==> src/rtl/safety_cmd_pkg.sv <==
package safety_cmd_pkg;

  localparam int CODE_W = 4;

  typedef enum logic [CODE_W-1:0] {
    OP_NONE      = 4'd0,
    OP_ARM       = 4'd1,
    OP_CPU_HOLD  = 4'd2,
    OP_CPU_FREE  = 4'd3,
    OP_PIN_SET   = 4'd4,
    OP_PIN_CLR   = 4'd5,
    OP_LINK_ONE  = 4'd6,
    OP_LINK_ALL  = 4'd7
  } cmdOp_e;

  // Strobes from the control to the datapath, valid for one cycle.
  typedef struct packed {
    logic cpuRstSet;
    logic cpuRstClr;
    logic ctrlSet;
    logic ctrlClr;
    logic linkOne;
    logic linkAll;
  } execStrobes_t;

  function automatic logic opIsCritical(cmdOp_e op);
    return (op == OP_CPU_HOLD) || (op == OP_PIN_SET) || (op == OP_LINK_ALL);
  endfunction

endpackage

==> src/rtl/safety_cmd_ctrl.sv <==
module safety_cmd_ctrl
  import safety_cmd_pkg::*;
#(
  parameter int NUM_LINKS = 4,
  parameter int NUM_CTRL  = 4,
  parameter int ARG_W     = 4
) (
  input  logic              clk,
  input  logic              rstN,
  input  logic              cmdValid,
  input  logic [CODE_W-1:0] cmdCode,
  input  logic [ARG_W-1:0]  cmdArg,
  output execStrobes_t      strobes,
  output logic              rejectOut
);

  cmdOp_e op;
  logic   codeKnown;
  logic   argInRange;
  logic   accepted;
  logic   critical;
  logic   fire;
  logic   rejectNext;
  logic   armed;
  logic   armedNext;

  assign op = cmdOp_e'(cmdCode);

  always_comb begin
    codeKnown  = 1'b0;
    argInRange = 1'b1;
    unique case (op)
      OP_ARM, OP_CPU_HOLD, OP_CPU_FREE, OP_LINK_ALL: codeKnown = 1'b1;
      OP_PIN_SET, OP_PIN_CLR: begin
        codeKnown  = 1'b1;
        argInRange = (int'(cmdArg) < NUM_CTRL);
      end
      OP_LINK_ONE: begin
        codeKnown  = 1'b1;
        argInRange = (int'(cmdArg) < NUM_LINKS);
      end
      default: codeKnown = 1'b0;
    endcase
  end

  assign accepted   = cmdValid && codeKnown && argInRange;
  assign critical   = opIsCritical(op);
  assign fire       = accepted && (!critical || armed) && (op != OP_ARM);
  assign rejectNext = accepted && critical && !armed;

  always_comb begin
    armedNext = armed;
    if (accepted && op == OP_ARM) begin
      armedNext = 1'b1;
    end else if (fire && critical) begin
      armedNext = 1'b0;
    end
  end

  always_comb begin
    strobes           = '0;
    strobes.cpuRstSet = fire && (op == OP_CPU_HOLD);
    strobes.cpuRstClr = fire && (op == OP_CPU_FREE);
    strobes.ctrlSet   = fire && (op == OP_PIN_SET);
    strobes.ctrlClr   = fire && (op == OP_PIN_CLR);
    strobes.linkOne   = fire && (op == OP_LINK_ONE);
    strobes.linkAll   = fire && (op == OP_LINK_ALL);
  end

  always_ff @(posedge clk or negedge rstN) begin
    if (!rstN) begin
      armed     <= 1'b0;
      rejectOut <= 1'b0;
    end else begin
      armed     <= armedNext;
      rejectOut <= rejectNext;
    end
  end


  reject_needs_disarm_chk: assert property (@(posedge clk) disable iff (!rstN)
    rejectOut |-> (!$past(armed) && $past(cmdValid)));


  arm_rise_src_chk: assert property (@(posedge clk) disable iff (!rstN)
    $rose(armed) |-> $past(cmdValid && cmdCode == OP_ARM));


  arm_fall_src_chk: assert property (@(posedge clk) disable iff (!rstN)
    $fell(armed) |-> $past(cmdValid && opIsCritical(cmdOp_e'(cmdCode))));


  noncrit_keeps_arm_chk: assert property (@(posedge clk) disable iff (!rstN)
    (cmdValid && (cmdCode == OP_CPU_FREE || cmdCode == OP_PIN_CLR || cmdCode == OP_LINK_ONE))
      |=> $stable(armed));


  unknown_code_quiet_chk: assert property (@(posedge clk) disable iff (!rstN)
    (cmdValid && (cmdCode == OP_NONE || cmdCode > OP_LINK_ALL)) |=> ($stable(armed) && !rejectOut));

endmodule

==> src/rtl/safety_cmd_datapath.sv <==
module safety_cmd_datapath
  import safety_cmd_pkg::*;
#(
  parameter int NUM_LINKS = 4,
  parameter int NUM_CTRL  = 4,
  parameter int ARG_W     = 4
) (
  input  logic                 clk,
  input  logic                 rstN,
  input  execStrobes_t         strobes,
  input  logic [ARG_W-1:0]     cmdArg,
  output logic                 cpuRstOut,
  output logic [NUM_CTRL-1:0]  ctrlOut,
  output logic [NUM_LINKS-1:0] linkRstOut
);

  always_ff @(posedge clk or negedge rstN) begin
    if (!rstN) begin
      cpuRstOut <= 1'b0;
    end else if (strobes.cpuRstSet) begin
      cpuRstOut <= 1'b1;
    end else if (strobes.cpuRstClr) begin
      cpuRstOut <= 1'b0;
    end
  end

  for (genvar c = 0; c < NUM_CTRL; c++) begin : g_ctrl
    logic hit;
    assign hit = (cmdArg == ARG_W'(c));
    always_ff @(posedge clk or negedge rstN) begin
      if (!rstN) begin
        ctrlOut[c] <= 1'b0;
      end else if (strobes.ctrlSet && hit) begin
        ctrlOut[c] <= 1'b1;
      end else if (strobes.ctrlClr && hit) begin
        ctrlOut[c] <= 1'b0;
      end
    end
  end

  for (genvar l = 0; l < NUM_LINKS; l++) begin : g_link
    logic hit;
    assign hit = (cmdArg == ARG_W'(l));
    always_ff @(posedge clk or negedge rstN) begin
      if (!rstN) begin
        linkRstOut[l] <= 1'b0;
      end else begin
        linkRstOut[l] <= strobes.linkAll || (strobes.linkOne && hit);
      end
    end
  end


  cpu_rst_rise_chk: assert property (@(posedge clk) disable iff (!rstN)
    $rose(cpuRstOut) |-> $past(strobes.cpuRstSet));


  cpu_rst_fall_chk: assert property (@(posedge clk) disable iff (!rstN)
    $fell(cpuRstOut) |-> $past(strobes.cpuRstClr));


  ctrl_one_bit_chk: assert property (@(posedge clk) disable iff (!rstN)
    $onehot0(ctrlOut ^ $past(ctrlOut)));


  link_pulse_src_chk: assert property (@(posedge clk) disable iff (!rstN)
    (|linkRstOut) |-> $past(strobes.linkOne || strobes.linkAll));


  link_single_chk: assert property (@(posedge clk) disable iff (!rstN)
    !$past(strobes.linkAll) |-> $onehot0(linkRstOut));

endmodule

==> src/rtl/safety_cmd_exec.sv <==
module safety_cmd_exec
  import safety_cmd_pkg::*;
#(
  parameter int NUM_LINKS = 4,
  parameter int NUM_CTRL  = 4,
  parameter int ARG_W     = 4
) (
  input  logic                 clk,
  input  logic                 rstN,
  input  logic                 cmdValid,
  input  logic [CODE_W-1:0]    cmdCode,
  input  logic [ARG_W-1:0]     cmdArg,
  output logic                 cpuRstOut,
  output logic [NUM_CTRL-1:0]  ctrlOut,
  output logic [NUM_LINKS-1:0] linkRstOut,
  output logic                 rejectOut
);

  execStrobes_t strobes;

  safety_cmd_ctrl #(
    .NUM_LINKS (NUM_LINKS),
    .NUM_CTRL  (NUM_CTRL),
    .ARG_W     (ARG_W)
  ) i_ctrl (
    .clk       (clk),
    .rstN      (rstN),
    .cmdValid  (cmdValid),
    .cmdCode   (cmdCode),
    .cmdArg    (cmdArg),
    .strobes   (strobes),
    .rejectOut (rejectOut)
  );

  safety_cmd_datapath #(
    .NUM_LINKS (NUM_LINKS),
    .NUM_CTRL  (NUM_CTRL),
    .ARG_W     (ARG_W)
  ) i_datapath (
    .clk        (clk),
    .rstN       (rstN),
    .strobes    (strobes),
    .cmdArg     (cmdArg),
    .cpuRstOut  (cpuRstOut),
    .ctrlOut    (ctrlOut),
    .linkRstOut (linkRstOut)
  );


  idle_no_action_chk: assert property (@(posedge clk) disable iff (!rstN)
    !cmdValid |=> (linkRstOut == '0 && !rejectOut && $stable(cpuRstOut) && $stable(ctrlOut)));


  reject_holds_outputs_chk: assert property (@(posedge clk) disable iff (!rstN)
    rejectOut |-> ($stable(cpuRstOut) && $stable(ctrlOut) && linkRstOut == '0));

endmodule

==> config.mk <==
export PLATFORM = sky130hd
export DESIGN_NAME = safety_cmd_exec
export DESIGN_NICKNAME = d
export VERILOG_FILES = /design/src/rtl/safety_cmd_pkg.sv /design/src/rtl/safety_cmd_ctrl.sv /design/src/rtl/safety_cmd_datapath.sv /design/src/rtl/safety_cmd_exec.sv
export SDC_FILE = /design/constraint.sdc
export NUM_CORES = 1
export LEC_CHECK = 0
export BUFFER_PORTS_ARGS = -buffer_cell sky130_fd_sc_hd__buf_2
export CAP_MARGIN = 20
export CORE_AREA = 5 5 51 53
export CTS_BUF_LIST = sky130_fd_sc_hd__clkbuf_8
export DETAILED_ROUTE_END_ITERATION = 6
export DIE_AREA = 0 0 56 58
export HOLD_SLACK_MARGIN = 0.05
export SLEW_MARGIN = 20
export SYNTH_ARGS = -nofsm -noshare
export SYNTH_HDL_FRONTEND = slang
export SYNTH_SLANG_ARGS = --single-unit
==> constraint.sdc <==
create_clock -name clk -period 1.7 [get_ports clk]
set_input_delay 0.17 -clock clk [delete_from_list [all_inputs] [get_ports clk]]
set_output_delay 0.17 -clock clk [all_outputs]
set_load 0.05 [all_outputs]
# Yosys cells after proc, flatten, opt, wreduce, memory -nomap -nowiden
# Cells that the tools add are included.
[word_totals] ff_bits=11 output_inout_bits=10 elab_cells=81
[op_classes] magnitude_cmp=1 n_eq_ne=11 n_mux=14 n_reduce_logical=44
[op_table] cell="$logic_and A1 B1 Y1" n=26
[op_table] cell="$eq A4 B2 Y1 const B" n=4
[op_table] cell="$eq A4 B3 Y1 const B" n=4
[op_table] cell="$mux W1" n=14
[op_table] cell="$reduce_bool A2 Y1" n=6
[op_table] cell="$eq A4 B1 Y1 const B" n=2
[op_table] cell="$logic_or A1 B1 Y1" n=7
[op_table] cell="$reduce_or A7 Y1" n=1
[op_table] cell="$logic_not A4 Y1" n=1
[op_table] cell="$lt A4 B3 Y1 const B" n=1
[op_table] cell="$ne A4 B1 Y1 const B" n=1
[op_table] cell="$reduce_or A3 Y1" n=1
[op_table] cell="$logic_not A1 Y1" n=2

# Logic depth before layout (Yosys ltp)
# Gate-level depths: netlist (run 1).
[logic_depth] word_depth=11 ltp_mapped=4 ltp_nobuf=3

# Cells and area by module
# Synthesis (run 1) repeated with hierarchy kept, for this count alone.
[hier_totals] hier_cells=57 hier_area_um2=626.9
[by_module_without_submodules] module="safety_cmd_datapath" instances=1 cells_per_inst=28 area_each_um2=372.9 seq_area_each_um2=225.2
[by_module_without_submodules] module="safety_cmd_ctrl" instances=1 cells_per_inst=29 area_each_um2=254.0 seq_area_each_um2=50.0

# Worst setup path after synthesis (run 1)
# No wires, ideal clock.
[synth_timing] path_type="input port to flip-flop" start="in cmdCode[1]" end="reg i_datapath.ctrlOut[0]" setup_ps=136 arrival_ps=857 t_required_ps=1564 setup_slack_ps=706 stages=3 n_path_buf=0 cell_sequence="nor4b_4 and3_2 a21oi_1"
[synth_between] elab_chain_len=10 word_cells_on_any_way=26
[synth_rtl] item="start: declaration" line="safety_cmd_exec.sv:11" text="input logic [CODE_W-1:0] cmdCode,"
[synth_rtl] item="$eq A4 B3 Y1 (tied with other cells)" line="safety_cmd_ctrl.sv:32" text="unique case (op)"
[synth_rtl] item="$reduce_or A7 Y1 (no source line) or $logic_or A1 B1 Y1 (tied branches)"
[synth_rtl] item="$mux W1 or $logic_or A1 B1 Y1 (tied branches)" line="safety_cmd_ctrl.sv:32, safety_cmd_pkg.sv:27"
[synth_rtl] item="$logic_and A1 B1 Y1 or $logic_not A1 Y1 (tied branches)" line="safety_cmd_ctrl.sv:46, safety_cmd_ctrl.sv:48"
[synth_rtl] item="$logic_and A1 B1 Y1 or $logic_or A1 B1 Y1 (tied branches)" line="safety_cmd_ctrl.sv:46, safety_cmd_ctrl.sv:48"
[synth_rtl] item="$logic_and A1 B1 Y1 (2 in series)" line="safety_cmd_ctrl.sv:48" text="assign fire = accepted && (!critical || armed) && (op != OP_ARM);"
[synth_rtl] item="$logic_and A1 B1 Y1 (on tied branches)" line="safety_cmd_ctrl.sv:64, safety_cmd_ctrl.sv:65"
[synth_rtl] item="$logic_and A1 B1 Y1 (on tied branches)" line="safety_cmd_datapath.sv:33, safety_cmd_datapath.sv:35"
[synth_rtl] item="$mux W1 or $reduce_bool A2 Y1 (tied branches)"
[synth_rtl] item="end signal: indexed assignment" line="safety_cmd_datapath.sv:32" text="ctrlOut[c] <= 1'b0;"
[synth_rtl] item="end signal: indexed assignment" line="safety_cmd_datapath.sv:34" text="ctrlOut[c] <= 1'b1;"
[synth_rtl] item="end signal: indexed assignment" line="safety_cmd_datapath.sv:36" text="ctrlOut[c] <= 1'b0;"
[synth_rtl] item="end: declaration" line="safety_cmd_datapath.sv:13" text="output logic [NUM_CTRL-1:0] ctrlOut,"
# Parallel ways exist; a longest one is shown, timed or not.
# A chain may end at the register's enable or synchronous reset.

# Final worst setup path (run 1)
[layout_timing] start="reg i_ctrl.armed" end="reg i_datapath.linkRstOut[3]"
[layout_between] elab_chain_len=6 word_cells_on_any_way=7
[layout_rtl] item="start: declaration" line="safety_cmd_ctrl.sv:24" text="logic armed;"
[layout_rtl] item="start signal: assignment" line="safety_cmd_ctrl.sv:75" text="armed <= armedNext;"
[layout_rtl] item="$logic_or A1 B1 Y1 (*)" line="safety_cmd_ctrl.sv:48"
[layout_rtl] item="$logic_and A1 B1 Y1 (*) (2 in series)" line="safety_cmd_ctrl.sv:48"
[layout_rtl] item="$logic_and A1 B1 Y1" line="safety_cmd_ctrl.sv:66" text="strobes.linkOne = fire && (op == OP_LINK_ONE);"
[layout_rtl] item="$logic_and A1 B1 Y1" line="safety_cmd_datapath.sv:48" text="linkRstOut[l] <= strobes.linkAll || (strobes.linkOne && hit);"
[layout_rtl] item="$logic_or A1 B1 Y1 (*)" line="safety_cmd_datapath.sv:48"
[layout_rtl] item="end signal: indexed assignment" line="safety_cmd_datapath.sv:48"
[layout_rtl] item="end: declaration" line="safety_cmd_datapath.sv:14" text="output logic [NUM_LINKS-1:0] linkRstOut"
# Mark *: on every way between the ends. The rest lies on a longest branch, timed or not.

==> parameters.txt, run 1 <==
Parameter                              Value

Run status
  Status    finished clean

Logic synthesis
  Yosys cell types    21
  Post-Syn Instances    54
  Synthesized area per cell    11.0 µm²
  Synthesized-area fraction occupied by ao, oa, aoi and oai cells    0.201
  Proportion of synthesized chip area in sequential cells    0.465
  Share of cell area taken by muxes after synthesis    0
  Synthesis Warnings    0
  Post-synthesis instance area    approximately 590 µm²
  Largest family of logic cells by synthesized area    simple AND/OR/NAND/NOR gates
  Yosys reg bits    11
  Xor-xnor portion of the synthesized cell area    0
  Simple-Gate Fraction of Synth Area    0.290
  Nets in the synthesized netlist    65
  Fraction of the mapped netlist area in adder cells    0

Power and ir drop
  Internal power consumption    0.000470 W
  Logic gate share of total power    0.175
  Clock network power share    0.391
  Total leakage power    around 0.37 nW
  Peak supply drop    around 0.00027 V
  Seq pwr share    0.434
  Sw power    roughly 0.00018 W
  Switching part of the total    0.282
  Pwr/cell area    ~850 mW/mm²

Timing
  Max-slew headroom    0.728
  Achievable Freq    a little under 900 MHz
  Total setup violations reported at the end of the flow    0
  Post-route minimum period    approximately 1100 ps
  Slew Viols, Final    0
  Worst-Margin Slew    404 ps
  Ratio of final minimum period to clock period    0.665
  RSZ-0062 raised after global routing    no
  Count of final hold-check violations    0
  Maximum clock skew at final layout    8.45 ps
  Total Negative Setup Slacks    0 ps

Worst setup path
  R2R setup slack    approximately 570 ps
  Required arrival time at the worst endpoint    between 1500 and 2000 ps
  Critical Path, Cell by Cell    o21ai_0 -> a21oi_1
  Data arrival time of the critical path    about 1200 ps
  Number of cells traversed by the worst register-to-register path    2
  Longest individual stage delay on the worst path    between 400 and 500 ps
  Critical Path Sink Type    register
  Count of cell instances traversed by the critical path    2
  FF-to-FF Start    i_ctrl.armed
  Type of the worst setup path    reg2reg
  Number of buffer and inverter instances along the worst setup path    0
  Crit-path max FO    10
  Reg-to-reg critical path endpoint    i_datapath.linkRstOut[3]
  Critical path's slowest cell    dfrtp_1
  Crit start category    register
  Kind of cell adding the most delay to the critical path    compound AO/OA/AOI/OAI gates

Run
  Max-capacitance violation count    0

Clocking
  H-tree level count    1
  Post-CTS resize count    0
  Clock input transition at the sequential cells of the worst setup and hold paths    50 ps
  TritonCTS clock tree    built
  Clk Tree Root Cell    clkbuf_8
  Total clock buffers created by CTS    3
  Clock latency reported for the late side of the worst-skew pair    240 ps
  Number of clock sinks seen by CTS    11
  Maximum buffer depth of the clock tree    2

Die
  Number of top-level pins    21
  Number of rows in the core area    17
  Die area    0.00325 mm²
  Floorplan core area    around 0.0021 mm²
  Initial cell density of the core    0.281
  Die Wd    56 µm
  Die height    slightly below 60 µm

Routing
  Detailed Route WL    1.45 mm
  TritonRoute pass-1 iters    4
  Post-DR wirelength/cell    between 10 and 15 µm
  Starting DRT DRC Count    6
  Remaining DRCs    0
  Post-detailed-route via-to-cell ratio    slightly below 5
  Residual antenna-violating net count after detailed routing    0
  Vias post-DR    between 500 and 600

GRT
  Antenna violations before repair    0
  Vias in the first global route    about 550
  Total congestion overflow    0
  Global-route wire length before repair    2.56 mm
  Maximum number of pins on one net before global-route repair    12
  All-Layer GR Usage    0.104

Final layout
  Ant. Diodes    0
  Area delta synth->final    30.2%
  Share of the core filled with cells in the final layout    0.366
  Final net count    90
  Commonest non-fill, non-tap cell in the layout    buf_2
  Leading cell types in the layout, fill and taps excluded    buf_2 (20), dfrtp_1 (11), a21oi_1 (9)
  Share of final-layout standard cells stronger than drive strength 1    0.397

Place
  Gpl congestion    about 0.73
  Placed wire-length estimate after detailed placement    ~1.1 mm
  Port Buffer Count    20

Hold path
  Worst Min Path Start    cmdCode[0]
  Number of cells traversed by the worst hold path    2
  Type of the tightest min-delay check    in2reg
  Destination of the worst hold path    i_datapath.cpuRstOut
==> cell families (layout without fill, tap and decap cells) <==
kind of cell	Yosys count	in the layout
buf+inv	4	28
simple gates	21	21
compound gates	18	18
flops	11	11
==> how the worst max path moves through the flow <==
stage | start | endpoint | slack, ps
after floorplan | cmdCode[1] | i_datapath.ctrlOut[0] | 710
after global placement | cmdCode[1] | i_datapath.ctrlOut[0] | 470
after detailed placement | cmdCode[1] | i_datapath.ctrlOut[0] | 420
after CTS | i_ctrl.armed | i_datapath.linkRstOut[3] | 570
after global routing | i_ctrl.armed | i_datapath.linkRstOut[0] | 470
final | i_ctrl.armed | i_datapath.linkRstOut[3] | 570
==> state kept, by name, indices dropped and copies added (netlist names) <==
signal and flops:
i_ctrl.rejectOut 1, i_datapath.cpuRstOut 1, i_datapath.linkRstOut 4, i_ctrl.armed 1
i_datapath.ctrlOut 4
==> through the flow <==
stage | worst slack (ps) | cells | cell area (µm²) | hold slack [ps] | total power [W]
2_1_floorplan | 706 | 54 | 592 | -126 | 0.000359
3_3_place_gp | 467 | 101 | 716 | 50.3 | 0.000400
3_5_place_dp | 417 | 101 | 716 | 57.1 | 0.000402
4_1_cts | 571 | 106 | 771 | 221 | 0.000664
5_1_grt | 474 | 106 | 771 | 237 | 0.000689
6_report | 569 | 106 | 771 | 234 | 0.000654
==> cell type report <==
| cell class | count | area (µm²) |
|---|---|---|
| fill | 222 | 1340 |
| multi-input combinational | 39 | 290 |
| sequential | 11 | 275 |
| timing repair buffer | 22 | 118 |
| clock buffer | 3 | 41.3 |
| tap | 28 | 35.0 |
| inverter | 2 | 7.51 |
| clock inverter | 1 | 3.75 |
==> synthesized netlist by cell type <==
cell type  instances  area, µm²
dfrtp_1           11        275
a21oi_1            9       45.0
a41oi_1            5       43.8
nand2_1            4       15.0
nor2b_1            3       18.8
nor3_1             3       15.0
nor4b_2            3       45.0
inv_1              2       7.51
nor2_1             2       7.51
a221oi_1           1       8.76
a31oi_1            1       6.26
and3_2             1       7.51
and4bb_2           1       12.5
buf_4              1       7.51
buf_6              1       11.3
nand3_1            1       5.00
nand4b_1           1       8.76
nor4_2             1       12.5
nor4b_4            1       23.8
o211a_1            1       10.0
o21ai_0            1       5.00
==> power by group through the flow <==
stage	logic [W]	clock network, W	registers (W)
floorplan	0.0000479	0	0.000311
global placement	0.000113	0	0.000287
detailed placement	0.000113	0	0.000288
CTS	0.000115	0.000265	0.000284
global route	0.000125	0.000278	0.000286
finish	0.000114	0.000256	0.000284
==> layer usage <==
| metal | track usage | vias to the layer above | part of all wire |
|---|---|---|---|
| met2 | 0.165 | 17 | 0.50 |
| li1 | - | 257 | - |
| met3 | 0.0468 | 4 | 0.074 |
| met4 | 0.0712 | 0 | 0.019 |
| met5 | 0 | - | 0 |
| met1 | 0.112 | 245 | 0.40 |
==> timing repair <==
action,CTS,global route
endpoints found under the hold margin,11,0
hold buffers,1,0
buffers inserted,0,0
==> worst register-to-register path, cell delays in order (launching register included) <==
cell and delay [ps]:
dfrtp_1 490, o21ai_0 380, a21oi_1 120
No activity file was read; power rests on OpenSTA's default activity.
==> run 2: changes to the inputs <==
- clock period: 1.7 -> 1.1 ns (I/O delays scaled with it)
==> run 2 against run 1 <==
Against the previous run: combinational power up 75%; clock skew shrank 8.1 ps; register-to-register slack worse by 490 ps; routed wire length decreased by 1.9%; sequential power grew 52%; largest power group unchanged; die area did not move; critical endpoint is now i_ctrl.armed; flip-flop and latch count unchanged; critical path depth increased by 1; critical path type unchanged; clock power rose by 47%; maximum frequency rose by 11%.
==> parameters.txt, run 2 (synthesis gave the netlist of run 1 again) <==
Parameter                              Value

Run
  Max-capacitance violation count    0 (unchanged)

Final layout
  Final instance area    801 µm² (+3.9%)
  Share of final-layout standard cells stronger than drive strength 1    0.427 (+0.0294)
  Area delta synth->final    35.3%
  Commonest non-fill, non-tap cell in the layout    buf_2
  Top Registers    i_datapath.ctrlOut (4), i_datapath.linkRstOut (4)
  Ant. Diodes    0 (unchanged)
  Leading cell types in the layout, fill and taps excluded    buf_2 (20), dfrtp_1 (11), a21oi_1 (9)
  Count of placed standard cells in the final layout, fillers left out    110 (+3.8%)
  Final net count    94 (+4.4%)

Hold path
  Worst Min Path Start    cmdCode[0]
  Type of the tightest min-delay check    in2reg

Run status
  Status    finished clean

Routing
  Starting DRT DRC Count    3 (-3)
  TritonRoute pass-1 iters    2 (-2)
  Vias post-DR    536 (+2.5%)
  Post-detailed-route via-to-cell ratio    4.87 (-1.2%)
  Residual antenna-violating net count after detailed routing    0 (unchanged)
  Detailed Route WL    1.42 mm (-1.9%)
  Remaining DRCs    0 (unchanged)
  Post-DR wirelength/cell    12.9 µm (-5.5%)

GRT
  Antenna violations before repair    0 (unchanged)
  All-Layer GR Usage    0.0979 (-0.00653)
  Global-route wire length before repair    2.53 mm (-1.3%)
  Maximum number of pins on one net before global-route repair    12 (unchanged)
  Vias in the first global route    547 (+0.37%)
  Total congestion overflow    0 (unchanged)

Timing
  Post-route minimum period    1020 ps (-112 ps)
  Max-slew headroom    0.757 (+0.0291)
  Achievable Freq    982 MHz (+11%)
  Total setup violations reported at the end of the flow    0 (unchanged)
  Slew Viols, Final    0 (unchanged)
  Ratio of final minimum period to clock period    0.926 (+0.261)
  RSZ-0062 raised after global routing    no
  Maximum clock skew at final layout    0.380 ps (-8.07 ps)
  Worst-Margin Slew    361 ps (-43.3 ps)
  Count of final hold-check violations    0 (unchanged)

Clocking
  Total clock buffers created by CTS    3 (unchanged)
  Clk Tree Root Cell    clkbuf_8
  Number of clock sinks seen by CTS    11 (unchanged)
  Clock input transition at the sequential cells of the worst setup and hold paths    50 ps (about the same)
  Maximum buffer depth of the clock tree    2 (unchanged)
  H-tree level count    1 (unchanged)
  TritonCTS clock tree    built
  Clock latency reported for the late side of the worst-skew pair    230 ps (about the same)
  Number of buffers added for setup after CTS    0 (unchanged)

Die
  Die height    58 µm (unchanged)
  Initial cell density of the core    0.281 (unchanged)
  Number of rows in the core area    17 (unchanged)
  Number of top-level pins    21 (unchanged)
  Die area    0.00325 mm² (unchanged)
  Die Wd    56 µm (unchanged)
  Floorplan core area    0.00211 mm² (unchanged)

Place
  Gpl congestion    0.770 (+6.0%)
  Placed Area    746 µm² (+4.2%)
  Placed cell count    105 (+4.0%)
  Port Buffer Count    20 (unchanged)
  Placed wire-length estimate after detailed placement    1.13 mm (+3.5%)

Worst setup path
  R2R setup slack    80 ps (-490 ps)
  Critical Path Sink Type    register
  Type of the worst setup path    reg2reg
  Kind of cell adding the most delay to the critical path    flip-flops
  Data arrival time of the critical path    1120 ps (-110 ps)
  Number of buffer and inverter instances along the worst setup path    0 (unchanged)
  Critical Path, Cell by Cell    nor2b_1 -> a221oi_1 -> nor3_1
  Required arrival time at the worst endpoint    1200 ps (-600 ps)
  Crit start category    register
  Startpoint of the worst setup timing path    i_ctrl.armed
  Crit-path max FO    5 (-5)
  Critical path's slowest cell    dfrtp_1
  Longest individual stage delay on the worst path    410 ps (-80 ps)
  FF-to-FF Start    i_ctrl.armed

Power and ir drop
  Total leakage power    0.392 nW (+5.5%)
  Pwr/cell area    1260 mW/mm² (+48%)
  Peak supply drop    0.000637 V (+140%)
==> run 2: path summary, 6_finish.rpt <==
check | cells past startpoint | to
min reg2reg | 2 | i_datapath.ctrlOut[3]
max in group asynchronous | 2 | i_datapath.ctrlOut[1]
max reg2reg | 3 | i_ctrl.armed
min | 2 | i_datapath.cpuRstOut
min in group asynchronous | 2 | i_ctrl.rejectOut
max | 3 | i_ctrl.armed
==> run 2: through the flow <==
| stage | worst slack [ps] | power, W | setup TNS (ps) | utilization | hold slack [ps] |
|---|---|---|---|---|---|
| finish | 81.4 | 0.00101 | 0 | 0.380 | 196 |
| floorplan | 107 | 0.000555 | 0 | - | -186 |
| global route | 17.4 | 0.00107 | 0 | 0.380 | 211 |
| CTS | 82.6 | 0.00103 | 0 | 0.380 | 181 |
| global placement | 8.16 | 0.000632 | 0 | 0.354 | -14.3 |
| detailed placement | -10.9 | 0.000637 | -16.9 | 0.354 | -9.36 |
==> run 2: layout make-up <==
type	count	area [µm²]
Timing Repair Buffer	26	148
Sequential cell	11	275
Clock inverter	1	3.75
Multi-Input combinational cell	39	290
Inverter	2	7.51
Clock buffer	3	41.3
Fill cell	211	1310
Tap cell	28	35.0
==> run 2: routing by layer <==
layer,track usage,routed length [µm]
met4,0.0305,9
met3,0.0401,106
met5,0,0
met1,0.126,621
met2,0.150,686
==> run 2: what timing repair did <==
item                      in CTS  in global routing
hold endpoints to repair      11                  0
gates resized for setup        0                  0
hold buffers                   1                  0
==> run 2: report_power, final <==
| part | internal (W) | switching, W | leakage, nW |
|---|---|---|---|
| combinational | 0.0000699 | 0.000129 | 0.214 |
| clock | 0.000243 | 0.000133 | 0.0269 |
| sequential | 0.000422 | 0.0000109 | 0.152 |
==> run 3: changes to the inputs <==
- CORE_AREA: 5 5 51 53 -> 5 5 44 61
- DIE_AREA: 0 0 56 58 -> 0 0 49 66
==> run 3 against run 2 <==
Against the previous run: global-route usage fell by 0.20 points; register-to-register slack improved by 60 ps; clock-buffer cell count did not move; cell area up 2.8%; via count up 4.3%; clock skew up 1.7 ps; largest cell class unchanged.
==> parameters.txt, run 3 (synthesis gave the netlist of run 1 again) <==
Parameter                              Value

GRT
  Antenna violations before repair    0 (unchanged)
  Total congestion overflow    0 (unchanged)
  Vias in the first global route    561 (+2.6%)
  Global-route wire length before repair    2.45 mm (-3.0%)
  Maximum number of pins on one net before global-route repair    12 (unchanged)
  All-Layer GR Usage    0.0960 (-0.00199)

Final layout
  Final net count    98 (+4.3%)
  Share of final-layout standard cells stronger than drive strength 1    0.453 (+0.0267)
  Top Registers    i_datapath.ctrlOut (4), i_datapath.linkRstOut (4)
  Final-layout fill cell count    216 (+2.4%)
  Share of the core filled with cells in the final layout    0.392 (+0.0114)
  Commonest non-fill, non-tap cell in the layout    buf_2
  Leading cell types in the layout, fill and taps excluded    buf_2 (20), dfrtp_1 (11), a21oi_1 (9), buf_4 (9), a41oi_1 (5)
  Count of placed standard cells in the final layout, fillers left out    108 (-1.8%)
  Area delta synth->final    39.1%
  Ant. Diodes    0 (unchanged)

Clocking
  Clk Tree Root Cell    clkbuf_8
  Clock latency reported for the late side of the worst-skew pair    230 ps (about the same)
  Total clock buffers created by CTS    3 (unchanged)
  Maximum buffer depth of the clock tree    2 (unchanged)
  Number of clock sinks seen by CTS    11 (unchanged)
  Number of buffers added for setup after CTS    0 (unchanged)
  Clock input transition at the sequential cells of the worst setup and hold paths    50 ps (about the same)
  Post-CTS resize count    0 (unchanged)
  TritonCTS clock tree    built
  H-tree level count    1 (unchanged)
  Hold buffer count at CTS    1 (unchanged)

Die
  Number of rows in the core area    20 (+3)
  Die height    66 µm (+14%)
  Die Wd    49 µm (-13%)
  Number of top-level pins    21 (unchanged)
  Floorplan core area    0.00210 mm² (-0.18%)
  Initial cell density of the core    0.282 (+0.000502)
  Die area    0.00323 mm² (-0.43%)

Place
  Gpl congestion    0.823 (+6.9%)
  Port Buffer Count    20 (unchanged)
  Placed wire-length estimate after detailed placement    1.12 mm (-0.98%)
  Placed cell count    103 (-1.9%)

Power and ir drop
  Peak supply drop    0.000698 V (+9.6%)
  Total Power    0.00103 W (+2.2%)
  Total leakage power    0.412 nW (+4.9%)
  Internal power consumption    0.000745 W (+1.3%)
  Sw power    0.000286 W (+4.7%)
  Clock network power share    0.378 (+0.005)
  Switching part of the total    0.277 (+0.00651)
  Seq pwr share    0.419 (-0.011)
  Logic gate share of total power    0.203 (+0.006)
  Pwr/cell area    1250 mW/mm² (-0.55%)

Routing
  Detailed Route WL    1.49 mm (+4.6%)
  Starting DRT DRC Count    25 (+22)
  Residual antenna-violating net count after detailed routing    0 (unchanged)
  Vias post-DR    559 (+4.3%)
  Remaining DRCs    0 (unchanged)
  TritonRoute pass-1 iters    4 (+2)
  Post-DR wirelength/cell    13.8 µm (+6.6%)
  Post-detailed-route via-to-cell ratio    5.18 (+6.2%)

Worst setup path
  Type of the worst setup path    reg2out
  Number of buffer and inverter instances along the worst setup path    1 (+1)
  Kind of cell adding the most delay to the critical path    flip-flops
  Critical Path, Cell by Cell    buf_2
  Longest individual stage delay on the worst path    360 ps (-50 ps)
  Critical Path Sink Type    output pin
  Critical path's slowest cell    dfrtp_1
  Crit-path max FO    2 (-3)
  Required arrival time at the worst endpoint    990 ps (-210 ps)
  Crit start category    register
  Data arrival time of the critical path    870 ps (-250 ps)

Run
  Max-capacitance violation count    0 (unchanged)

Timing
  Max-slew headroom    0.748 (-0.00938)
  Post-route minimum period    977 ps (-41.3 ps)
  RSZ-0062 raised after global routing    no
  Maximum clock skew at final layout    2.11 ps (+1.73 ps)
  Slew Viols, Final    0 (unchanged)
  Worst-Margin Slew    377 ps (+16.1 ps)
  Achievable Freq    1020 MHz (+4.2%)
  Ratio of final minimum period to clock period    0.888 (-0.0375)
  Count of final hold-check violations    0 (unchanged)
  Total Negative Setup Slacks    0 ps (unchanged)
  Total setup violations reported at the end of the flow    0 (unchanged)

Run status
  Status    finished clean

Hold path
  Type of the tightest min-delay check    in2reg
## run 3: cell type report
| class | count | area, µm² | share of cell area |
|---|---|---|---|
| Multi-Input combinational cell | 39 | 290 | 0.353 |
| Sequential cell | 11 | 275 | 0.334 |
| Timing Repair Buffer | 30 | 178 | 0.216 |
| Clock buffer | 3 | 41.3 | 0.0502 |
| Tap cell | 22 | 27.5 | 0.0334 |
| Inverter | 2 | 7.51 | 0.00912 |
| Clock inverter | 1 | 3.75 | 0.00456 |
## run 3: worst paths after layout
path	to	start	slack (ps)	cells after the start
max	ctrlOut[1]	i_datapath.ctrlOut[1]	120	1
min	i_datapath.cpuRstOut	cmdCode[0]	170	2
max reg2reg	i_ctrl.armed	i_ctrl.armed	140	3
min reg2reg	i_datapath.ctrlOut[2]	i_datapath.ctrlOut[2]	530	2
max in group asynchronous	i_datapath.linkRstOut[1]	rstN	620	2
min in group asynchronous	i_ctrl.armed	rstN	270	2
## run 3: layer usage
metal / track usage / vias to the layer above / routed length (µm)
met5: 0 / - / 0
met4: 0.0404 / 0 / 7
met3: 0.0429 / 2 / 89
met2: 0.147 / 24 / 704
met1: 0.115 / 255 / 688
li1: - / 278 / -
## run 3: power groups by stage
| stage | Clock, W | Sequential, W | Combinational, W |
|---|---|---|---|
| 2_1_floorplan | 0 | 0.000481 | 0.0000740 |
| 5_1_grt | 0.000430 | 0.000434 | 0.000227 |
| 3_5_place_dp | 0 | 0.000438 | 0.000207 |
| 6_report | 0.000390 | 0.000432 | 0.000209 |
| 3_3_place_gp | 0 | 0.000438 | 0.000204 |
| 4_1_cts | 0.000404 | 0.000432 | 0.000211 |
## run 3: metrics by stage
stage	setup slack (ps)	cell area (µm²)	hold WS, ps
2_1_floorplan	107	592	-186
3_3_place_gp	-66.0	768	-15.1
3_5_place_dp	-45.0	768	-10.5
4_1_cts	111	823	165
5_1_grt	44.7	823	187
6_report	123	823	169
## run 3: worst reg2reg max path, delay by kind of cell (launching register included)
kind | cells | cell delay (ps)
and+or+nand+nor | 2 | 230
DFF | 1 | 410
AOI/OAI and AO/OA | 1 | 210
